**src/rtl/evnum_pkg.sv**
```systemverilog
package evnum_pkg;
  localparam int NPARAM = 8;
  localparam int WORD_W = 16;
  localparam int IDX_W  = $clog2(NPARAM);
  localparam int NSUM   = 4;

  typedef enum logic [1:0] {
    ST_IDLE,
    ST_ARMED,
    ST_SETTLE,
    ST_EMIT
  } seq_state_t;
endpackage

```
**src/rtl/evnum_counter.sv**
```systemverilog
module evnum_counter #(
  parameter int CNT_W = 32,
  parameter int TAG_W = 4
) (
  input  logic             clk,
  input  logic             rst,
  input  logic             val_in,
  input  logic             arm,
  output logic             rise,
  output logic             fall,
  output logic [CNT_W-1:0] snap,
  output logic [TAG_W-1:0] sync_tag
);
  logic             val_q;
  logic [CNT_W-1:0] cnt;

  assign rise     = val_in & ~val_q;
  assign fall     = ~val_in & val_q;
  assign sync_tag = cnt[TAG_W-1:0];

  always_ff @(posedge clk) begin
    if (rst) begin
      val_q <= 1'b0;
      cnt   <= '0;
      snap  <= '0;
    end else begin
      val_q <= val_in;
      if (fall) cnt <= cnt + 1'b1;
      if (arm) snap <= cnt;
    end
  end

  AST_CNT_HOLD: assert property (@(posedge clk) disable iff (rst)
    !fall |=> $stable(cnt));
  AST_TAG_STEP: assert property (@(posedge clk) disable iff (rst)
    fall |=> sync_tag == $past(sync_tag) + 1'b1);
  AST_SNAP_HOLD: assert property (@(posedge clk) disable iff (rst)
    !arm |=> $stable(snap));
endmodule

```
**src/rtl/evnum_word_bank.sv**
```systemverilog
module evnum_word_bank
  import evnum_pkg::*;
#(
  parameter int CNT_W  = 32,
  parameter int TRIG_W = 8,
  parameter int CONV_W = 12
) (
  input  logic                          clk,
  input  logic                          rst,
  input  logic                          capture,
  input  logic [CNT_W-1:0]              snap,
  input  logic [TRIG_W-1:0]             trig_pattern,
  input  logic [CONV_W-1:0]             conv_value,
  input  logic [NSUM*WORD_W-1:0]        sum_words,
  output logic [NPARAM-1:0][WORD_W-1:0] words
);
  always_ff @(posedge clk) begin
    if (rst) begin
      words[0] <= '0;
      words[1] <= '0;
      words[2] <= '0;
      words[3] <= '0;
    end else if (capture) begin
      words[0] <= snap[WORD_W-1:0];
      words[1] <= snap[2*WORD_W-1:WORD_W];
      words[2] <= WORD_W'(trig_pattern);
      words[3] <= WORD_W'(conv_value);
    end
  end

  for (genvar g = 0; g < NSUM; g++) begin : g_sum
    always_ff @(posedge clk) begin
      if (rst) words[4+g] <= '0;
      else if (capture) words[4+g] <= sum_words[g*WORD_W +: WORD_W];
    end
  end
endmodule

```
**src/rtl/evnum_sequencer.sv**
```systemverilog
module evnum_sequencer
  import evnum_pkg::*;
(
  input  logic                          clk,
  input  logic                          rst,
  input  logic                          rise,
  input  logic                          fall,
  input  logic                          conv_busy,
  input  logic [NPARAM-1:0]             param_en,
  input  logic [NPARAM-1:0][WORD_W-1:0] words,
  input  logic                          out_ready,
  output logic                          arm,
  output logic                          capture,
  output logic                          out_valid,
  output logic [WORD_W-1:0]             out_data,
  output logic [IDX_W-1:0]              out_index,
  output logic                          out_last
);
  seq_state_t        state;
  logic [NPARAM-1:0] mask;
  logic [NPARAM-1:0] rest;
  logic [IDX_W-1:0]  pick;
  logic              load;

  function automatic logic [IDX_W-1:0] first_set(input logic [NPARAM-1:0] m);
    logic [IDX_W-1:0] r;
    r = '0;
    for (int i = NPARAM - 1; i >= 0; i--) begin
      if (m[i]) r = IDX_W'(i);
    end
    return r;
  endfunction

  assign arm     = (state == ST_IDLE) && rise;
  assign capture = (state == ST_SETTLE) && !conv_busy;
  assign pick    = first_set(mask);
  assign rest    = mask & ~(NPARAM'(1) << pick);
  assign load    = (state == ST_EMIT) && (mask != '0) && (!out_valid || out_ready);

  always_ff @(posedge clk) begin
    if (rst) begin
      state     <= ST_IDLE;
      mask      <= '0;
      out_valid <= 1'b0;
      out_data  <= '0;
      out_index <= '0;
      out_last  <= 1'b0;
    end else begin
      case (state)
        ST_IDLE:   if (arm) state <= ST_ARMED;
        ST_ARMED:  if (fall) state <= ST_SETTLE;
        ST_SETTLE: if (capture) begin
          mask  <= param_en;
          state <= (param_en != '0) ? ST_EMIT : ST_IDLE;
        end
        ST_EMIT: begin
          if (load) begin
            out_valid <= 1'b1;
            out_data  <= words[pick];
            out_index <= pick;
            out_last  <= (rest == '0);
            mask      <= rest;
          end else if (out_valid && out_ready) begin
            out_valid <= 1'b0;
            if (out_last) state <= ST_IDLE;
          end
        end
        default: state <= ST_IDLE;
      endcase
    end
  end

  AST_HOLD_WORD: assert property (@(posedge clk) disable iff (rst)
    out_valid && !out_ready |=> out_valid && $stable(out_data) && $stable(out_index) && $stable(out_last));
  AST_WORD_IN_EVENT: assert property (@(posedge clk) disable iff (rst)
    out_valid |-> state == ST_EMIT);
  AST_LAST_CLOSES: assert property (@(posedge clk) disable iff (rst)
    out_valid && out_ready && out_last |=> !out_valid);
endmodule

```
**src/rtl/evnum_readout.sv**
```systemverilog
module evnum_readout
  import evnum_pkg::*;
#(
  parameter int CNT_W  = 32,
  parameter int TAG_W  = 4,
  parameter int TRIG_W = 8,
  parameter int CONV_W = 12
) (
  input  logic                   clk,
  input  logic                   rst,
  input  logic                   val_in,
  input  logic                   conv_busy,
  input  logic [NPARAM-1:0]      param_en,
  input  logic [TRIG_W-1:0]      trig_pattern,
  input  logic [CONV_W-1:0]      conv_value,
  input  logic [NSUM*WORD_W-1:0] sum_words,
  input  logic                   out_ready,
  output logic                   out_valid,
  output logic [WORD_W-1:0]      out_data,
  output logic [IDX_W-1:0]       out_index,
  output logic                   out_last,
  output logic [TAG_W-1:0]       sync_tag
);
  logic                          rise, fall, arm, capture;
  logic [CNT_W-1:0]              snap;
  logic [NPARAM-1:0][WORD_W-1:0] words;

  evnum_counter #(.CNT_W(CNT_W), .TAG_W(TAG_W)) u_cnt (
    .clk(clk), .rst(rst), .val_in(val_in), .arm(arm),
    .rise(rise), .fall(fall), .snap(snap), .sync_tag(sync_tag)
  );

  evnum_word_bank #(.CNT_W(CNT_W), .TRIG_W(TRIG_W), .CONV_W(CONV_W)) u_bank (
    .clk(clk), .rst(rst), .capture(capture), .snap(snap),
    .trig_pattern(trig_pattern), .conv_value(conv_value),
    .sum_words(sum_words), .words(words)
  );

  evnum_sequencer u_seq (
    .clk(clk), .rst(rst), .rise(rise), .fall(fall), .conv_busy(conv_busy),
    .param_en(param_en), .words(words), .out_ready(out_ready),
    .arm(arm), .capture(capture), .out_valid(out_valid), .out_data(out_data),
    .out_index(out_index), .out_last(out_last)
  );

  AST_RESET_QUIET: assert property (@(posedge clk)
    rst |=> !out_valid && sync_tag == '0);
endmodule

```
**config.mk**
```make
export PLATFORM = sky130hd
export DESIGN_NAME = evnum_readout
export DESIGN_NICKNAME = d
export VERILOG_FILES = /design/src/rtl/evnum_pkg.sv /design/src/rtl/evnum_counter.sv /design/src/rtl/evnum_word_bank.sv /design/src/rtl/evnum_sequencer.sv /design/src/rtl/evnum_readout.sv
export SDC_FILE = /design/constraint.sdc
export NUM_CORES = 1
export LEC_CHECK = 0
export CELL_PAD_IN_SITES_DETAIL_PLACEMENT = 1
export CELL_PAD_IN_SITES_GLOBAL_PLACEMENT = 2
export CORE_UTILIZATION = 29
export CTS_CLUSTER_DIAMETER = 50
export DETAILED_ROUTE_END_ITERATION = 7
export PLACE_DENSITY_LB_ADDON = 0.1
export SETUP_SLACK_MARGIN = 0.4
export SKIP_CTS_REPAIR_TIMING = 1
export SLEW_MARGIN = 40
export SYNTH_ARGS = -nofsm -noshare
export SYNTH_HDL_FRONTEND = slang
export SYNTH_SLANG_ARGS = --single-unit
```
**constraint.sdc**
```tcl
create_clock -name clk -period 2 [get_ports clk]
set_input_delay 0.2 -clock clk [delete_from_list [all_inputs] [get_ports clk]]
set_output_delay 0.2 -clock clk [all_outputs]
set_load 0.005 [all_outputs]
```
==> results of run 1 <==
[flip-flops by register name, indices dropped and copies added (netlist names), 2 cells and up]
signal,count
u_seq.out_data,16
u_seq.state,2
u_cnt.cnt,32
u_bank.words,116
u_cnt.snap,32
u_seq.out_index,3
u_seq.mask,8
[placed cells by master, fill, tap and decap left out, types with 4 or more instances in the layout]
master and count:
buf_6 19, o21ai_0 10, dlymetal6s2s_1 24, dfxtp_1 172, nand3_1 18, a221oi_1 5
a222oi_1 12, clkbuf_16 35, o21ai_1 8, nand2_2 10, inv_1 6, inv_6 4
nand4_1 8, xor2_1 15, a221o_1 4, nor2b_4 5, a22o_1 10, or3_1 4
nand2_1 365, buf_4 80, clkinvlp_4 4, xnor2_1 12, clkbuf_8 6, dfxtp_2 30
a21oi_1 166, buf_12 19, a32o_1 6, a22oi_1 7, clkdlybuf4s50_1 96, dfxtp_4 10
a21oi_2 6, nor2_1 46, nor2_2 5, nor2_4 7, clkinv_2 5, o22ai_1 8
[cells by family after synthesis]
kind of cell	count (synthesis)	share of synthesized area (%)
xor+xnor	27	2.72
fa+ha+maj	2	0.259
mux	6	0.690
flops	212	48.7
buf+inv	89	4.40
compound gates	272	19.0
simple gates	508	24.2
[stage by stage]
stage | cell area, sq um | util (%) | TNS (ns)
6_report | 13000 | 44.0 | -0.0637
5_1_grt | 13000 | 44.0 | -0.276
3_5_place_dp | 10900 | 36.8 | -0.255
4_1_cts | 12000 | 40.5 | -0.280
2_1_floorplan | 8850 | - | 0
3_3_place_gp | 10900 | 36.8 | -0.109
[where the power goes]
| part | leakage (uW) | switching (uW) | total (uW) | internal [uW] |
|---|---|---|---|---|
| Sequential | 0.00173 | 72.0 | 4380 | 4310 |
| Clock | 0.000526 | 2060 | 5600 | 3540 |
| Combinational | 0.00267 | 762 | 1460 | 698 |
[final cells by class]
type / instances / area (sq um) / area share (%)
Tap cell: 390 / 488 / 3.75
Clock inverter: 17 / 189 / 1.45
Inverter: 6 / 22.5 / 0.173
Clock buffer: 41 / 895 / 6.87
Multi-Input combinational cell: 815 / 4570 / 35.1
Sequential cell: 212 / 4320 / 33.2
Timing Repair Buffer: 242 / 2540 / 19.5
[worst min path at each step]
stage                      startpoint           endpoint  cells past startpoint
floorplan                      val_in        u_cnt.val_q                      1
global placement    u_bank.words[104]  u_bank.words[104]                      2
detailed placement  u_bank.words[104]  u_bank.words[104]                      2
CTS                               rst  u_seq.out_data[8]                      2
global route                      rst  u_seq.out_data[8]                      2
finish                            rst  u_seq.out_data[8]                      2
[metal layers]
metal	global-route usage, %	vias to the layer above	share of wire (%)
li1	-	4189	-
met1	25.3	4101	46
met2	32.3	138	48
met3	2.47	55	3.1
met4	6.01	0	3.0
met5	0	-	0
==> run metrics, run 1 <==
synth warn=0; ys flop type=dfxtp_1; WL per Instance=18.3 microns; worst hold slack=around 0.037 ns; WP buf/inv=3; Synth top area share=48.7%; RSZ-0062 raised after global routing=yes; worst vdd ir=568 uV; most frequent cells after synthesis=nand2_1 (376), dfxtp_1 (212), a21oi_1 (173); maximum fanout along the worst path=6; Cell Chain, Critical Path=buf_12 -> o31ai_4 -> o31ai_4 -> buf_6 -> buf_4 -> a222oi_1 -> o22ai_1; worst-margin pin slew=0.667 ns; Critical Path Source=u_seq.mask[4]; Worst Hold Class=in -> reg; Avg Inst Size Synth=7.80 sq um; Max stage delay on crit path=0.52 ns; clock transition at the registers of the reported paths=0.06 ns; global-route wire length before repair=46200 microns; antenna viol nets, final=0; cell area after synthesis=roughly 8700 sq um; Tcrit/Tclk final=102%; total global routing overflow=0; number of synthesized flops with an enable pin=0; Fin. Hold Viols=0; Critical R2R Launch=u_seq.mask[4]; clk_lat worst skew=0.55 ns; largest net degree at the start of global routing=roughly 90; non-filler instance count after layout=1723; status=finished with violations; Vias/cell=4.92; # nets final=1406; fillers=3466; Area growth syn-to-layout=49.5%; CP endpoint=u_seq.out_data[11]; CTS root buf=clkbuf_16; CTS buffer count=31; Arr. time, crit path=about 2.5 ns; Slew Limit Fails=0; ratio of cells with drive above 1 in the final layout=22.5%; htree depth=1; Worst setup SP type=register; r2r setup slk=-0.03 ns; die span in y=roughly 180 microns; drt drc=0; Initial Util=29.5%; n_diodes=0; First-pass DRT Iterations=6; vias=8483; Layout Skew=0.0144 ns; max_cap viols=0; asr flop ratio synth=0%; Sink Count=212; IO Port Bufs=121; CTS tree=done; Place WS=-0.106 ns; Total Wirelength=~32000 microns; Worst path depth=7; crit-path leading delay family=compound AO/OA/AOI/OAI gates; Area contributors post-synth=dfxtp_1 (49%), nand2_1 (16%), a21oi_1 (9.9%); Post-Syn Nets=around 1200; FF-to-FF path depth=7; total power=11400 uW; RePlAce Congestion=0.838; Setup-failing EPs final=2; count leader, synth=nand2_1; final worst setup slack=-0.0346 ns; Max transition margin=55.5%; post-synthesis sequential area ratio=48.7%; Seq cells post-synth=212; Synth area leader=dfxtp_1; Max Fclk=491 MHz; post-synthesis cell count=1116; num ports=122; clock tree buffer depth=3; CP required=2.42 ns; Netlist cell types=60; die width=175 microns; CP Capture Type=register; critical path type=reg -> reg; fin crit period=2.03 ns; r2r endpoint=u_seq.out_data[11]; DP HPWL=roughly 21000 microns; crit-path most repeated cell=o31ai_4; placed cells=about 1600; initial drt markers=480; leakage=0.00493 uW; Crit-path slowest cell=a222oi_1; row cnt=63; DIE AREA=slightly above 30000 sq um; Power Density=879 nW/um^2; vias in the first global route=~8200; Core Area=roughly 30000 sq um; failing checks=negative setup slack; Tot GR Track Use=19.1%; initial antenna violation count=0
Power figures use the tool's default switching activity.
==> inputs of run 2 (changes only) <==
GPL_TIMING_DRIVEN = 0   (was unset)
SLEW_MARGIN = 20   (was 40)
==> run metrics, run 2 (synthesis results as in run 1) <==
DP HPWL=24500 microns (+15%); RePlAce Congestion=0.807 (-3.7%); CTS root buf=clkbuf_16; Max stage delay on crit path=0.73 ns (+0.21 ns); drt drc=0 (unchanged); crit-path most repeated cell=o31ai_4; htree depth=1 (unchanged); Max transition margin=47.5% (-8.0 points); Hold EP=u_bank.words[35]; r2r setup slk=-0.20 ns (-0.16 ns); clk_lat worst skew=0.56 ns (about the same); Tot GR Track Use=21.0% (+1.9 points); largest net degree at the start of global routing=16 (-83%); Fin. Hold Viols=0 (unchanged); CTS tree=done; DIE AREA=30700 sq um (unchanged); Min-Delay Path Depth=3 (+1); Sw Share=26.0% (+0.73 points); ratio of cells with drive above 1 in the final layout=16.4% (-6.1 points); Setup TNS=-0.457 ns (-0.393 ns); total internal power=8360 uW (-2.1%); IO Port Bufs=121 (unchanged); clock tree buffer depth=3 (unchanged); RSZ-0062 raised after global routing=yes; initial drt markers=461 (-4.0%); row cnt=63 (unchanged); vias in the first global route=8526 (+3.8%); First-pass DRT Iterations=5 (-1); WP buf/inv=1 (-2); fin crit period=2.20 ns (+0.163 ns); critical path type=reg -> reg; vias=8457 (-0.31%); Crit-path slowest cell=a222oi_1; total global routing overflow=0 (unchanged); global-route wire length before repair=49500 microns (+7.2%); non-filler instance count after layout=1725 (+0.12%); die span in y=175 microns (unchanged); placed cells=1627 (+0.49%); Max Fclk=455 MHz (-7.4%); Total Wirelength=33200 microns (+5.1%); max_cap viols=0 (unchanged); final worst setup slack=-0.198 ns (-0.163 ns); failing checks=negative setup slack; worst-margin pin slew=0.788 ns (+0.120 ns); Largest Register=u_bank.words; Sink Count=212 (unchanged); clock transition at the registers of the reported paths=0.06 ns (about the same); Initial Util=29.5% (unchanged); worst vdd ir=795 uV (+40%); leakage=0.00424 uW (-14%); initial antenna violation count=0 (unchanged); Arr. time, crit path=2.59 ns (+0.14 ns); Worst Hold Class=in -> reg; CP required=2.39 ns (-0.03 ns); Logic pwr share=11.7% (-1.1 points); Critical R2R Launch=u_seq.mask[7]; crit-path leading delay family=compound AO/OA/AOI/OAI gates; Cell Chain, Critical Path=nor2_1 -> o31ai_4 -> o31ai_4 -> buf_6 -> a222oi_1 -> o22ai_1; Power Density=913 nW/um^2 (+3.9%); # nets final=1408 (+0.14%); FF-to-FF path depth=6 (-1); worst hold slack=0.198 ns (+0.161 ns); Worst path depth=6 (-1); Clk network pwr share=49.7% (+0.7 points); sequential power share=38.6% (+0.3 points); Worst setup SP type=register; NetSw=2940 uW (+1.7%); CP Capture Type=register; Vias/cell=4.90 (-0.42%); num ports=122 (unchanged); top flop regs=u_bank.words: 116 flops, u_cnt.cnt: 32 flops, u_cnt.snap: 32 flops; total power=11300 uW (-1.2%); Setup-failing EPs final=7 (+5); Core Area=29600 sq um (unchanged); Worst Min Path Start=trig_pattern[3]; antenna viol nets, final=0 (unchanged); most frequent cells in the layout=nand2_1 (372), dfxtp_1 (196), a21oi_1 (169), clkdlybuf4s50_1 (121), nor2_1 (49); n_diodes=0 (unchanged); maximum fanout along the worst path=10 (+4); CTS buffer count=31 (unchanged); Tcrit/Tclk final=110% (+8.2 points); WL per Instance=19.2 microns (+5.0%); number of flip-flops in the largest register=116 (unchanged); r2r endpoint=u_seq.out_data[2]; most common cell after layout, fill and taps aside=nand2_1; Layout Skew=0.0214 ns (+0.00700 ns); die width=175 microns (unchanged); Slew Limit Fails=0 (unchanged); status=finished with violations; Area growth syn-to-layout=42.2%; fillers=3520 (+1.6%)
-- run 2: cell types whose count changed in the layout (fill, tap and decap cells not counted), moves of 7 or more --
cell / before / now
buf_12: 19 / 2
clkbuf_1: 3 / 31
buf_4: 80 / 39
clkdlybuf4s50_1: 96 / 121
clkbuf_2: 0 / 16
clkinv_4: 1 / 8
dfxtp_1: 172 / 196
nand2_1: 365 / 372
dfxtp_2: 30 / 10
dlymetal6s2s_1: 24 / 0
-- run 2: worst reg2reg max path, stage by stage, from the launching register on --
cell      delay, ns
dfxtp_4        0.39
nor2_1         0.09
o31ai_4        0.31
o31ai_4        0.13
buf_6          0.19
a222oi_1       0.73
o22ai_1        0.19
-- run 2: worst max path at each step --
stage | slack, ns | start | end
floorplan | 0.17 | u_seq.mask[0] | u_seq.mask[7]
global placement | -0.56 | rst | u_cnt.cnt[27]
detailed placement | -0.60 | rst | u_bank.words[7]
CTS | -0.57 | u_seq.mask[7] | u_seq.out_data[2]
global route | -0.23 | u_seq.mask[5] | u_seq.out_data[2]
finish | -0.20 | u_seq.mask[7] | u_seq.out_data[2]
-- run 2: area by class of cell --
type / instances / area (sq um) / area share [%]
multi-input cells: 815 / 4410 / 35.6
flip-flops and latches: 212 / 4280 / 34.6
repair buffers: 161 / 1560 / 12.6
clock buffers: 35 / 821 / 6.63
plain buffers: 83 / 544 / 4.39
well taps: 390 / 488 / 3.94
clock inverters: 23 / 259 / 2.09
inverters: 6 / 26.3 / 0.212
-- run 2: power by group through the flow --
stage / combinational (uW) / clock [uW] / sequential, uW
floorplan: 590 / 0 / 4440
global placement: 1110 / 0 / 4460
detailed placement: 1120 / 0 / 4460
CTS: 1120 / 5740 / 4370
global route: 1430 / 5930 / 4370
finish: 1330 / 5610 / 4370
-- run 2: metal layers --
metal	share of wire [%]	track usage, %
met1	45	27.1
met2	48	36.0
met3	3.4	2.71
met4	3.7	7.32
met5	0	0
-- run 2: through the flow --
| step | utilization [%] | instance area [sq um] | setup slack, ns |
|---|---|---|---|
| CTS | 39.3 | 11600 | -0.571 |
| detailed placement | 35.7 | 10600 | -0.597 |
| global placement | 35.7 | 10600 | -0.561 |
| floorplan | - | 8850 | 0.170 |
| finish | 41.9 | 12400 | -0.198 |
| global route | 41.9 | 12400 | -0.235 |
